[config.mk]
export PLATFORM = sky130hd
export DESIGN_NAME = conv_port_emu
export DESIGN_NICKNAME = d
export VERILOG_FILES = /design/src/rtl/conv_port_pkg.sv /design/src/rtl/conv_port_ctrl.sv /design/src/rtl/conv_port_dp.sv /design/src/rtl/conv_port_emu.sv
export SDC_FILE = /design/constraint.sdc
export NUM_CORES = 1
export LEC_CHECK = 0
export ABC_AREA = 1
export BUFFER_PORTS_ARGS = -buffer_cell sky130_fd_sc_hd__buf_2
export CAP_MARGIN = 20
export CORE_MARGIN = 10
export CORE_UTILIZATION = 55
export CTS_BUF_LIST = sky130_fd_sc_hd__clkbuf_4 sky130_fd_sc_hd__clkbuf_8 sky130_fd_sc_hd__clkbuf_16
export DETAILED_ROUTE_END_ITERATION = 12
export PLACE_DENSITY = 0.74
export SYNTH_ARGS = -nofsm -noshare
export SYNTH_HDL_FRONTEND = slang
export SYNTH_SLANG_ARGS = --single-unit
[constraint.sdc]
create_clock -name clk -period 2.3 [get_ports clk]
set_input_delay 0.46 -clock clk [delete_from_list [all_inputs] [get_ports clk]]
set_output_delay 0.46 -clock clk [all_outputs]
set_load 0.02 [all_outputs]
[src/rtl/conv_port_pkg.sv]
package conv_port_pkg;

  typedef enum logic [1:0] {
    ST_IDLE,
    ST_CONV,
    ST_SLEEP,
    ST_READ
  } portState_e;

  // Strobes from control to datapath, all one clock wide.
  typedef struct packed {
    logic load;      // latch code, apply pending configuration
    logic shiftOut;  // advance serial output by one bit
    logic capBit;    // shift one configuration bit in
    logic capLast;   // this capture completes the configuration word
  } dpCtl_t;

endpackage

[src/rtl/conv_port_ctrl.sv]
module conv_port_ctrl
  import conv_port_pkg::*;
#(
  parameter int CONV_CYCLES = 16,
  parameter int CFG_W       = 2
) (
  input  logic   clk,
  input  logic   rstN,
  input  logic   frameIn,
  input  logic   sclkIn,
  output dpCtl_t dpCtl,
  output logic   busy,
  output logic   sleep,
  output logic   drvEn
);

  localparam int CNT_W  = $clog2(CONV_CYCLES + 1);
  localparam int CFGC_W = $clog2(CFG_W + 1);

  portState_e        state;
  logic              framePrev, sclkPrev;
  logic [CNT_W-1:0]  convCnt;
  logic [CFGC_W-1:0] cfgCnt;

  logic frameRise, frameFall, sclkRise, sclkFall, convDone;

  assign frameRise = frameIn & ~framePrev;
  assign frameFall = ~frameIn & framePrev;
  assign sclkRise  = sclkIn & ~sclkPrev;
  assign sclkFall  = ~sclkIn & sclkPrev;
  assign convDone  = (state == ST_CONV) && (convCnt == CNT_W'(CONV_CYCLES - 1));

  always_comb begin
    dpCtl          = '0;
    dpCtl.load     = frameRise && (state != ST_CONV);
    dpCtl.shiftOut = (state == ST_READ) && sclkFall;
    dpCtl.capBit   = (state == ST_READ) && sclkRise && (cfgCnt < CFGC_W'(CFG_W));
    dpCtl.capLast  = dpCtl.capBit && (cfgCnt == CFGC_W'(CFG_W - 1));
  end

  always_ff @(posedge clk) begin
    if (!rstN) begin
      framePrev <= 1'b1;
      sclkPrev  <= 1'b0;
      state     <= ST_IDLE;
      convCnt   <= '0;
      cfgCnt    <= '0;
    end else begin
      framePrev <= frameIn;
      sclkPrev  <= sclkIn;
      if (dpCtl.load) begin
        state   <= ST_CONV;
        convCnt <= '0;
        cfgCnt  <= '0;
      end else begin
        unique case (state)
          ST_CONV: begin
            if (convDone) state <= frameIn ? ST_SLEEP : ST_READ;
            else          convCnt <= convCnt + 1'b1;
          end
          ST_SLEEP, ST_IDLE: if (frameFall) state <= ST_READ;
          ST_READ:  if (dpCtl.capBit) cfgCnt <= cfgCnt + 1'b1;
          default:  state <= ST_IDLE;
        endcase
      end
    end
  end

  assign busy  = (state == ST_CONV);
  assign sleep = (state == ST_SLEEP);
  assign drvEn = ~framePrev;

endmodule

[src/rtl/conv_port_dp.sv]
module conv_port_dp
  import conv_port_pkg::*;
#(
  parameter int DATA_W = 12,
  parameter int CFG_W  = 2
) (
  input  logic              clk,
  input  logic              rstN,
  input  dpCtl_t            dpCtl,
  input  logic [DATA_W-1:0] resultIn,
  input  logic              sdiIn,
  output logic              sdoBit,
  output logic [CFG_W-1:0]  cfgApplied
);

  logic [DATA_W-1:0] shiftReg;
  logic [CFG_W-1:0]  cfgTemp, cfgPending;

  always_ff @(posedge clk) begin
    if (!rstN) begin
      shiftReg   <= '0;
      cfgTemp    <= '0;
      cfgPending <= '0;
      cfgApplied <= '0;
    end else begin
      if (dpCtl.load)          shiftReg <= resultIn;
      else if (dpCtl.shiftOut) shiftReg <= {shiftReg[DATA_W-2:0], 1'b0};
      if (dpCtl.capBit)  cfgTemp    <= {cfgTemp[CFG_W-2:0], sdiIn};
      if (dpCtl.capLast) cfgPending <= {cfgTemp[CFG_W-2:0], sdiIn};
      if (dpCtl.load)    cfgApplied <= cfgPending;
    end
  end

  assign sdoBit = shiftReg[DATA_W-1];

endmodule

[src/rtl/conv_port_emu.sv]
module conv_port_emu
  import conv_port_pkg::*;
#(
  parameter int DATA_W      = 12,
  parameter int CFG_W       = 2,
  parameter int CONV_CYCLES = 16
) (
  input  logic              clk,
  input  logic              rstN,
  input  logic              frameIn,
  input  logic              sclkIn,
  input  logic              sdiIn,
  input  logic [DATA_W-1:0] resultIn,
  output logic              sdoOut,
  output logic              sdoEn,
  output logic              busyOut,
  output logic              sleepOut,
  output logic [CFG_W-1:0]  cfgApplied
);

  dpCtl_t dpCtl;
  logic   sdoBit;

  conv_port_ctrl #(.CONV_CYCLES(CONV_CYCLES), .CFG_W(CFG_W)) u_ctrl (
    .clk     (clk),
    .rstN    (rstN),
    .frameIn (frameIn),
    .sclkIn  (sclkIn),
    .dpCtl   (dpCtl),
    .busy    (busyOut),
    .sleep   (sleepOut),
    .drvEn   (sdoEn)
  );

  conv_port_dp #(.DATA_W(DATA_W), .CFG_W(CFG_W)) u_dp (
    .clk        (clk),
    .rstN       (rstN),
    .dpCtl      (dpCtl),
    .resultIn   (resultIn),
    .sdiIn      (sdiIn),
    .sdoBit     (sdoBit),
    .cfgApplied (cfgApplied)
  );

  assign sdoOut = sdoEn & sdoBit;

endmodule

## After elaboration in Yosys (flattened, before gate mapping)

Cells that the tools add are included.

- Output and inout bits: 6
- Register bits after elaboration: 28

- Bitwise logic cells: 11
- Order comparisons: 1
- Reduce and logical (&&, ||, !) cells: 16
- $add $sub $neg: 2
- Muxes and demuxes: 7
- Equal/unequal tests: 10

Operators by type and width:

| kind | count |
|---|---|
| $mux 12 | 2 |
| $logic_and 1x1->1 | 6 |
| $ne 2x1->1 const B | 3 |
| $not 1->1 | 6 |
| $reduce_and 3->1 | 2 |
| $add 5x1->5 const B | 1 |
| $and 1x1->1 | 5 |
| $eq 5x4->1 const B | 1 |
| $eq 2x1->1 const B | 2 |
| $eq 2x2->1 const B | 2 |
| $mux 2 | 2 |
| $pmux 2 s2 | 1 |
| $reduce_and 2->1 | 2 |
| $reduce_bool 2->1 | 2 |
| $reduce_or 2->1 | 2 |
| $ne 3x1->1 const B | 1 |
| $ne 3x2->1 const B | 1 |
| $reduce_bool 3->1 | 1 |
| $add 2x1->2 const B | 1 |
| $logic_not 2->1 | 1 |
| $lt 2x2->1 const B | 1 |
| $mux 1 | 2 |

## Logic depth before layout (Yosys ltp)

Gate-level depths: netlist of run 1.

- Word-level depth: 5
- Gate-level depth with buffers: 9
- Depth with buffers taken out: 9

## Hierarchy

From an unflattened synthesis of run 1, not the netlist that was laid out.

- Cells, all modules: 195
- Area, all modules: 1388.8 um^2

By module, submodules not included:

| module | area each (um^2) | sequential area each (um^2) | cells each | times used |
|---|---|---|---|---|
| conv_port_dp | 762.0 | 340.3 | 110 | 1 |
| conv_port_ctrl | 619.3 | 220.2 | 83 | 1 |
| conv_port_emu | 7.5 | 0.0 | 2 | 1 |

## Worst setup path before layout of run 1

OpenSTA, ideal clock, no wires.

- Kind: register to register
- Start: reg u_ctrl.convCnt[0]
- End: reg u_ctrl.convCnt[0]
- Period minus slack after synthesis: 1.488 ns
- Path buffers: 0
- Required time: 2.229 ns
- Arrival: 1.417 ns
- Path slack: 0.812 ns
- Stages on the path, launching flop included: 9
- Path through: dfxtp_1 ha_1 inv_1 nor3_1 ha_1 inv_1 nand3_1 or2_2 a21oi_1

- Word-level cells in the longest chain between the ends: 4
- Elaborated cells between the ends (all ways): 5
- Classes of those cells: 1 x add/sub; 1 x eq/ne; 1 x bitwise; 2 x reduce/logical

Ends and longest elaborated chain:

| item | line | text |
|---|---|---|
| start: declaration | conv_port_ctrl.sv:22 | `logic [CNT_W-1:0] convCnt;` |
| start signal: assignment | conv_port_ctrl.sv:59 | `else convCnt <= convCnt + 1'b1;` |
| branches (longest 4 deep; another with $add 5x1->5) | -- |  |

Parallel ways; which one is timed is not known.
A chain may end at the register's enable or synchronous reset.

## Worst setup path in the final report of run 1

- Start: reg u_ctrl.state[1]
- End: out busyOut

- Word-level cells in the longest chain between the ends: 1

Ends and longest elaborated chain:

| item | line | text |
|---|---|---|
| start: declaration | conv_port_ctrl.sv:20 | `portState_e state;` |
| start signal: assignment | conv_port_ctrl.sv:58 | `if (convDone) state <= frameIn ? ST_SLEEP : ST_READ;` |
| $eq 2x1->1 | conv_port_ctrl.sv:69 | `assign busy = (state == ST_CONV);` |
| end: declaration | conv_port_emu.sv:16 | `output logic busyOut,` |

No other way between the ends.

==> impl_results.md, run 1 <==
* Initial antenna violation count at 0
* Number of port buffers at 22
* Syn Inst Count at 198
* Crit path top cell by count: inv_1
* Post-synthesis cell area at 1360 µm²
* First-pass GRT wire length at 4800 µm
* GPL Wtd Cong at 0.783
* Core ar. at around 2300 µm²
* Proportion of power drawn by the clock network at 27.0%
* Req. time, crit path at 1.84 ns
* Post-Layout Inst Area at 1510 µm²
* PostCTS Resize Cnt at 0
* Layout cells sized above 1 at between 15 and 20%
* RSZ-0062 raised after global routing: no
* Htree depth at 1
* Sequential share of the synthesized area at about two fifths
* Flop pwr share at 58.5%
* CTS max path bufs at 2
* Avg WL per Cell at 11.4 µm
* Inserted Diodes at 0
* Syn avg cell area at ~7 µm²
* DRT Pass-1 Iters at 4
* Mapped Nets at between 200 and 250
* Clock latency at the later pin of the worst-skew pair at 0.32 ns
* Worst min path class: in -> reg
* Global routing's busiest layer: met2
* Largest net degree at the start of global routing at 29
* Slowest CP cell: dfxtp_1
* Setup TNS at 0 ns
* Die width at 69.7 µm
* DP Cell Count at ~240
* Yosys reg bits at 28
* Gr usage total at around 11%
* Worst slew margin at 68.1%
* Die area at 4860 µm²
* Met2 global-route usage at 19.1%
* Period Utilization, post-route at between 70% and 80%
* Sw power at around 0.00023 W
* Final Slew Violations at 0
* Outcome: finished, final reports clean
* Slew @ Worst Pin at 0.478 ns
* ANT nets after route at 0
* Site Rows at 17
* Final min period at 1.77 ns
* Cts hold-fix bufs at 0
* Placed Area at 1480 µm²
* CP top delay family: buffers and inverters
* Yosys warns at 0
* Cell area power density at 578 nW/µm²
* Vias at 1247
* Vias in the first global route at 1135
* Residual DRC count at 0
* GRT overflow at 0
* Count of flip-flops with a built-in enable after synthesis at 0
* Worst Path Buf+Inv at 4
* Final wirelength at 2820 µm
* Maximum clock rate at 566 MHz
* Critical R2R Launch: u_ctrl.convCnt[0]
* Async S/R FF share, synth at 0%
* CTS clk-pin slew, worst paths at 0.15 ns
* Internal power at roughly 0.00064 W
* Nets at 240
* Commonest non-fill, non-tap cell in the layout: inv_1
* Combinational Power Share at 14.5%
* Worst Path Arrival at 1.31 ns
* WS Path Type: reg -> out
* CTS tree: done
* Hold Vio Cnt, Final at 0
* Final clock skew at around 0.0067 ns
* Highest net fanout along the worst path at 12
* CTS Buf Count at 3
* Max stage delay on crit path at roughly 0.37 ns
* Peak supply drop at slightly above 0.0004 V
* I/O pins at 23
* Max-capacitance violation count at 0
* Leakage Power at 0.715 nW
* CTS root buf: clkbuf_4
* Starting Density at between 50% and 60%
* Met1 Use GR at 13.0%
* Dpl hpwl at around 2000 µm
* Post-layout util at 66.5%
* Count of different cell masters after synthesis at 19
* Post-synth top flop: dfxtp_1
* CTS sink cnt at 28
* Worst-path cell chain: inv_1 > nand2_1 > buf_4 > inv_1 > buf_2
* Initial drt markers at between 100 and 150
* Critical path launch point type: flip-flop
* Final setup viols at 0
* Post-CTS setup repair buffer count at 0
* Net Sw Frac at 26.8%
* Die Height at roughly 70 µm
* DR vias/cell at 5.05
* Most frequent cells in the layout: 41 x inv_1, 40 x nand3_1, 28 x dfxtp_1, 27 x nand2_1, 22 x buf_2
* Layout area overhead at 11.4%
* Hold Startpoint: sclkIn
* CP Capture Type: output pin
* Fin cells at 247
* Worst Setup SP: u_ctrl.state[1]
* Met3 Use GR at under 10%
==> Yosys cell counts (2+ instances only) <==
cell type,count,area (µm²)
nand3_1,40,200
nand4_1,2,12.5
or2_2,2,12.5
xor2_1,2,17.5
nand2_1,27,101
o21ai_0,3,15.0
nor2_1,17,63.8
inv_1,41,154
buf_2,3,15.0
dfxtp_1,28,561
a21oi_1,21,105
buf_4,3,22.5
ha_1,3,37.5
==> through the flow <==
step	power (W)	setup WS (ns)	hold WS, ns
final	0.000874	0.532	0.343
after global placement	0.000642	0.673	0.451
after global routing	0.000918	0.387	0.353
after CTS	0.000881	0.525	0.336
after floorplan	0.000607	0.812	0.437
after detailed placement	0.000647	0.616	0.450
==> tightest hold or removal path: cells and delay by family <==
family                 cells  cell delay [ns]
buffers and inverters      2             0.14
and+or+nand+nor            1             0.04
==> state kept, by name, summed over array words and instances (netlist names) <==
signal and flops:
u_ctrl.sclkPrev 1, u_dp.cfgApplied 2, u_dp.cfgTemp 1, u_dp.shiftReg 12
u_ctrl.cfgCnt 2, u_ctrl.convCnt 5, u_dp.cfgPending 2, u_ctrl.framePrev 1
u_ctrl.state 2
==> kinds of logic (layout without fill, tap and decap cells) <==
family	count (synthesis)	count (layout)	share of synthesized area, %
AOI/OAI and AO/OA	25	25	9.40
xor gates and xnor gates	2	2	1.29
adders and majority gates	3	3	2.77
buffers and inverters	48	69	14.4
DFF	28	28	41.3
and+or+nand+nor	92	92	30.9
==> final timing paths <==
| path | end | slack [ns] | depth (start not counted) |
|---|---|---|---|
| setup / recovery | busyOut | 0.53 | 5 |
| hold / removal | u_ctrl.sclkPrev | 0.34 | 3 |
| setup reg to reg | u_ctrl.convCnt[4] | 0.56 | 8 |
| hold reg to reg | u_dp.cfgPending[0] | 0.47 | 2 |
==> per-layer routing <==
layer	share of wire [%]	vias up	wire (µm)
met5	0	-	0
li1	-	668	-
met2	49	23	1390
met3	5.1	2	144
met4	0.35	0	10
met1	45	554	1270
==> final cells by class <==
cell class                      count  area [µm²]
Clock buffer                        4        36.3
Fill cell                         193         763
Inverter                           41         154
Multi-Input combinational cell    122         602
Sequential cell                    28         561
Tap cell                           28        35.0
Timing Repair Buffer               24         125
==> power by group through the flow <==
stage	logic [W]	clock network [W]	registers, W
global placement	0.000122	0	0.000521
finish	0.000126	0.000236	0.000511
floorplan	0.0000854	0	0.000521
global route	0.000141	0.000264	0.000514
detailed placement	0.000125	0	0.000521
CTS	0.000126	0.000244	0.000511
Power figures use the tool's default switching activity.
==> inputs of run 2 (changes only) <==
Settings changed: CORE_UTILIZATION 55 to 49, PLACE_DENSITY 0.74 to 0.7.
Clock period 2.3 ns to 1.56 ns, I/O delays scaled along.
==> impl_results.md, run 2 (synthesis gave the netlist of run 1 again) <==
* Outcome: finished, final reports clean
* Global routing's busiest layer: met2
* Cts hold-fix bufs at 0 (unchanged)
* CTS clk-pin slew, worst paths at 0.15 ns (about the same)
* Post-layout util at 58.7% (-7.7 points)
* Met2 global-route usage at 22.1% (+3.0 points)
* Largest net degree at the start of global routing at 18 (-38%)
* I/O pins at 23 (unchanged)
* DR vias/cell at 5.07 (+0.51%)
* Layout cells sized above 1 at 21.4% (+6.4 points)
* Worst min path class: in -> reg
* Site Rows at 19 (+2)
* GPL Wtd Cong at 0.835 (+6.6%)
* Avg WL per Cell at 12.6 µm (+11%)
* Worst slew margin at 66.7% (-1.4 points)
* Critical R2R Launch: u_ctrl.convCnt[1]
* DP Cell Count at 250 (+2.9%)
* Initial drt markers at 132 (-2.9%)
* Cell area power density at 807 nW/µm² (+40%)
* Largest register FFs at 12 (unchanged)
* Die width at 72.6 µm (+4.2%)
* Worst Setup SP: u_ctrl.state[0]
* Slowest CP cell: dfxtp_4
* Inserted Diodes at 0 (unchanged)
* Die Height at 72.6 µm (+4.2%)
* Combinational Power Share at 17.6% (+3.1 points)
* Vias in the first global route at 1261 (+11%)
* Core ar. at 2710 µm² (+19%)
* Htree depth at 1 (unchanged)
* Max-capacitance violation count at 0 (unchanged)
* Final clock skew at 0.00317 ns (-0.00352 ns)
* CTS max path bufs at 2 (unchanged)
* Hold Path Sink: u_ctrl.sclkPrev
* WS Path Type: reg -> out
* Worst Path Arrival at 1.18 ns (-0.13 ns)
* Maximum clock rate at between 600 and 700 MHz
* Placed Area at 1510 µm² (+2.3%)
* Starting Density at 50.1% (-9.6 points)
* Clock latency at the later pin of the worst-skew pair at 0.33 ns (about the same)
* Nets at 246 (+2.5%)
* Peak supply drop at 0.000595 V (+45%)
* CTS root buf: clkbuf_4
* ANT nets after route at 0 (unchanged)
* Met1 Use GR at 13.0% (+0.019 points)
* Worst Reg-to-Reg Cells at 9 (+1)
* Max stage delay on crit path at 0.40 ns (+0.03 ns)
* Residual DRC count at 0 (unchanged)
* Number of port buffers at 22 (unchanged)
* Dpl hpwl at 2380 µm (+16%)
* Hold Startpoint: sclkIn
* DRT Pass-1 Iters at 4 (unchanged)
* Critical R2R Capture: u_ctrl.convCnt[3]
* Final setup viols at 0 (unchanged)
* WHS Path Cells at 3 (unchanged)
* Vias at 1294 (+3.8%)
* Flop pwr share at 58.9% (+0.4 points)
* Worst-path cell chain: nand2_2 > buf_8 > inv_1 > buf_4
* Met3 Use GR at 2.45% (-0.26 points)
* Sw power at 0.000364 W (+56%)
* Final Slew Violations at 0 (unchanged)
* CTS sink cnt at 28 (unchanged)
* CP Capture Type: output pin
* Filler cell count at 275 (+42%)
* Final wirelength at 3220 µm (+14%)
* Post-Layout Inst Area at 1590 µm² (+5.2%)
* Hold Vio Cnt, Final at 0 (unchanged)
* CTS Buf Count at 3 (unchanged)
* GRT overflow at 0 (unchanged)
* Die area at 5280 µm² (+8.7%)
* Slew @ Worst Pin at 0.499 ns (+0.0208 ns)
* Final min period at 1.49 ns
* Biggest register: u_dp.shiftReg
* Initial antenna violation count at 0 (unchanged)
* First-pass GRT wire length at 5320 µm (+11%)
* Period Utilization, post-route at 95.7%
* Fin cells at 255 (+3.2%)
* Highest net fanout along the worst path at 12 (unchanged)
* Net Sw Frac at 28.3% (+1.6 points)
* Req. time, crit path at 1.25 ns (-0.59 ns)
* Proportion of power drawn by the clock network at 23.4% (-3.6 points)
* FF+latch area at 568 µm² (+1.3%)
* Leakage Power at 0.745 nW (+4.3%)
* CTS tree: done
* Layout area overhead at 17.2%
* Internal power at 0.000921 W (+44%)
* RSZ-0062 raised after global routing: yes
* Most frequent cells in the layout: 39 x inv_1, 39 x nand3_1, 26 x nand2_1, 24 x dfxtp_1, 21 x buf_2
* Largest regs: u_dp.shiftReg: 12 flops, u_ctrl.convCnt: 5 flops
* Gr usage total at 12.2% (+1.2 points)
* Critical path launch point type: flip-flop
* R2R Setup Slk at 0.08 ns (-0.48 ns)
* Area of the multi-input gates at 628 µm² (+4.4%)
==> run 2: timing repair <==
| item | 4_1_cts | 5_1_grt |
|---|---|---|
| endpoints found under the setup margin | 7 | 8 |
| setup buffers | 0 | 2 |
| pin swaps | 0 | 1 |
| gates resized for setup | 4 | 13 |
==> run 2: critical path: cells and delay by family, from the launching register on <==
kind | cells | cell delay, ns
buffers and inverters | 3 | 0.34
AND/OR/NAND/NOR | 1 | 0.12
flip-flops | 1 | 0.40
==> run 2: how the worst max path moves through the flow <==
| stage | slack, ns | endpoint | depth (start not counted) |
|---|---|---|---|
| 2_1_floorplan | 0.07 | u_ctrl.convCnt[0] | 8 |
| 3_3_place_gp | 0.05 | u_ctrl.convCnt[0] | 8 |
| 3_5_place_dp | -0.05 | u_ctrl.convCnt[4] | 8 |
| 4_1_cts | -0.01 | busyOut | 5 |
| 5_1_grt | -0.01 | u_ctrl.convCnt[3] | 9 |
| 6_report | 0.07 | busyOut | 4 |
==> run 2: per-stage QoR <==
stage | TNS [ns] | hold slack (ns) | power [W] | setup WS, ns
floorplan | 0 | 0.381 | 0.000895 | 0.0722
global placement | 0 | 0.450 | 0.000958 | 0.0498
detailed placement | -0.152 | 0.463 | 0.000968 | -0.0481
CTS | -0.0111 | 0.182 | 0.00127 | -0.0111
global route | -0.0127 | 0.199 | 0.00135 | -0.0127
finish | 0 | 0.194 | 0.00129 | 0.0663
==> run 2: routing by layer <==
layer  routed length (µm)  vias up  share of wire [%]
met5                    0        -                  0
met4                   59        0                1.8
met3                  125        4                3.9
met2                 1720       23                 54
met1                 1310      590                 41
li1                     -      677                  -
==> run 2: cell type report <==
type                       instances  area share [%]
clock buffer                       3            1.42
inverter                          41            9.67
multi-input combinational        122            39.5
sequential                        28            35.7
tap                               31            2.44
timing repair buffer              30            11.3
==> run 2: power by group through the flow <==
stage | sequential [W] | clock (W) | combinational (W)
2_1_floorplan | 0.000769 | 0 | 0.000126
3_3_place_gp | 0.000767 | 0 | 0.000191
3_5_place_dp | 0.000768 | 0 | 0.000200
4_1_cts | 0.000755 | 0.000311 | 0.000203
5_1_grt | 0.000760 | 0.000336 | 0.000256
6_report | 0.000757 | 0.000301 | 0.000227
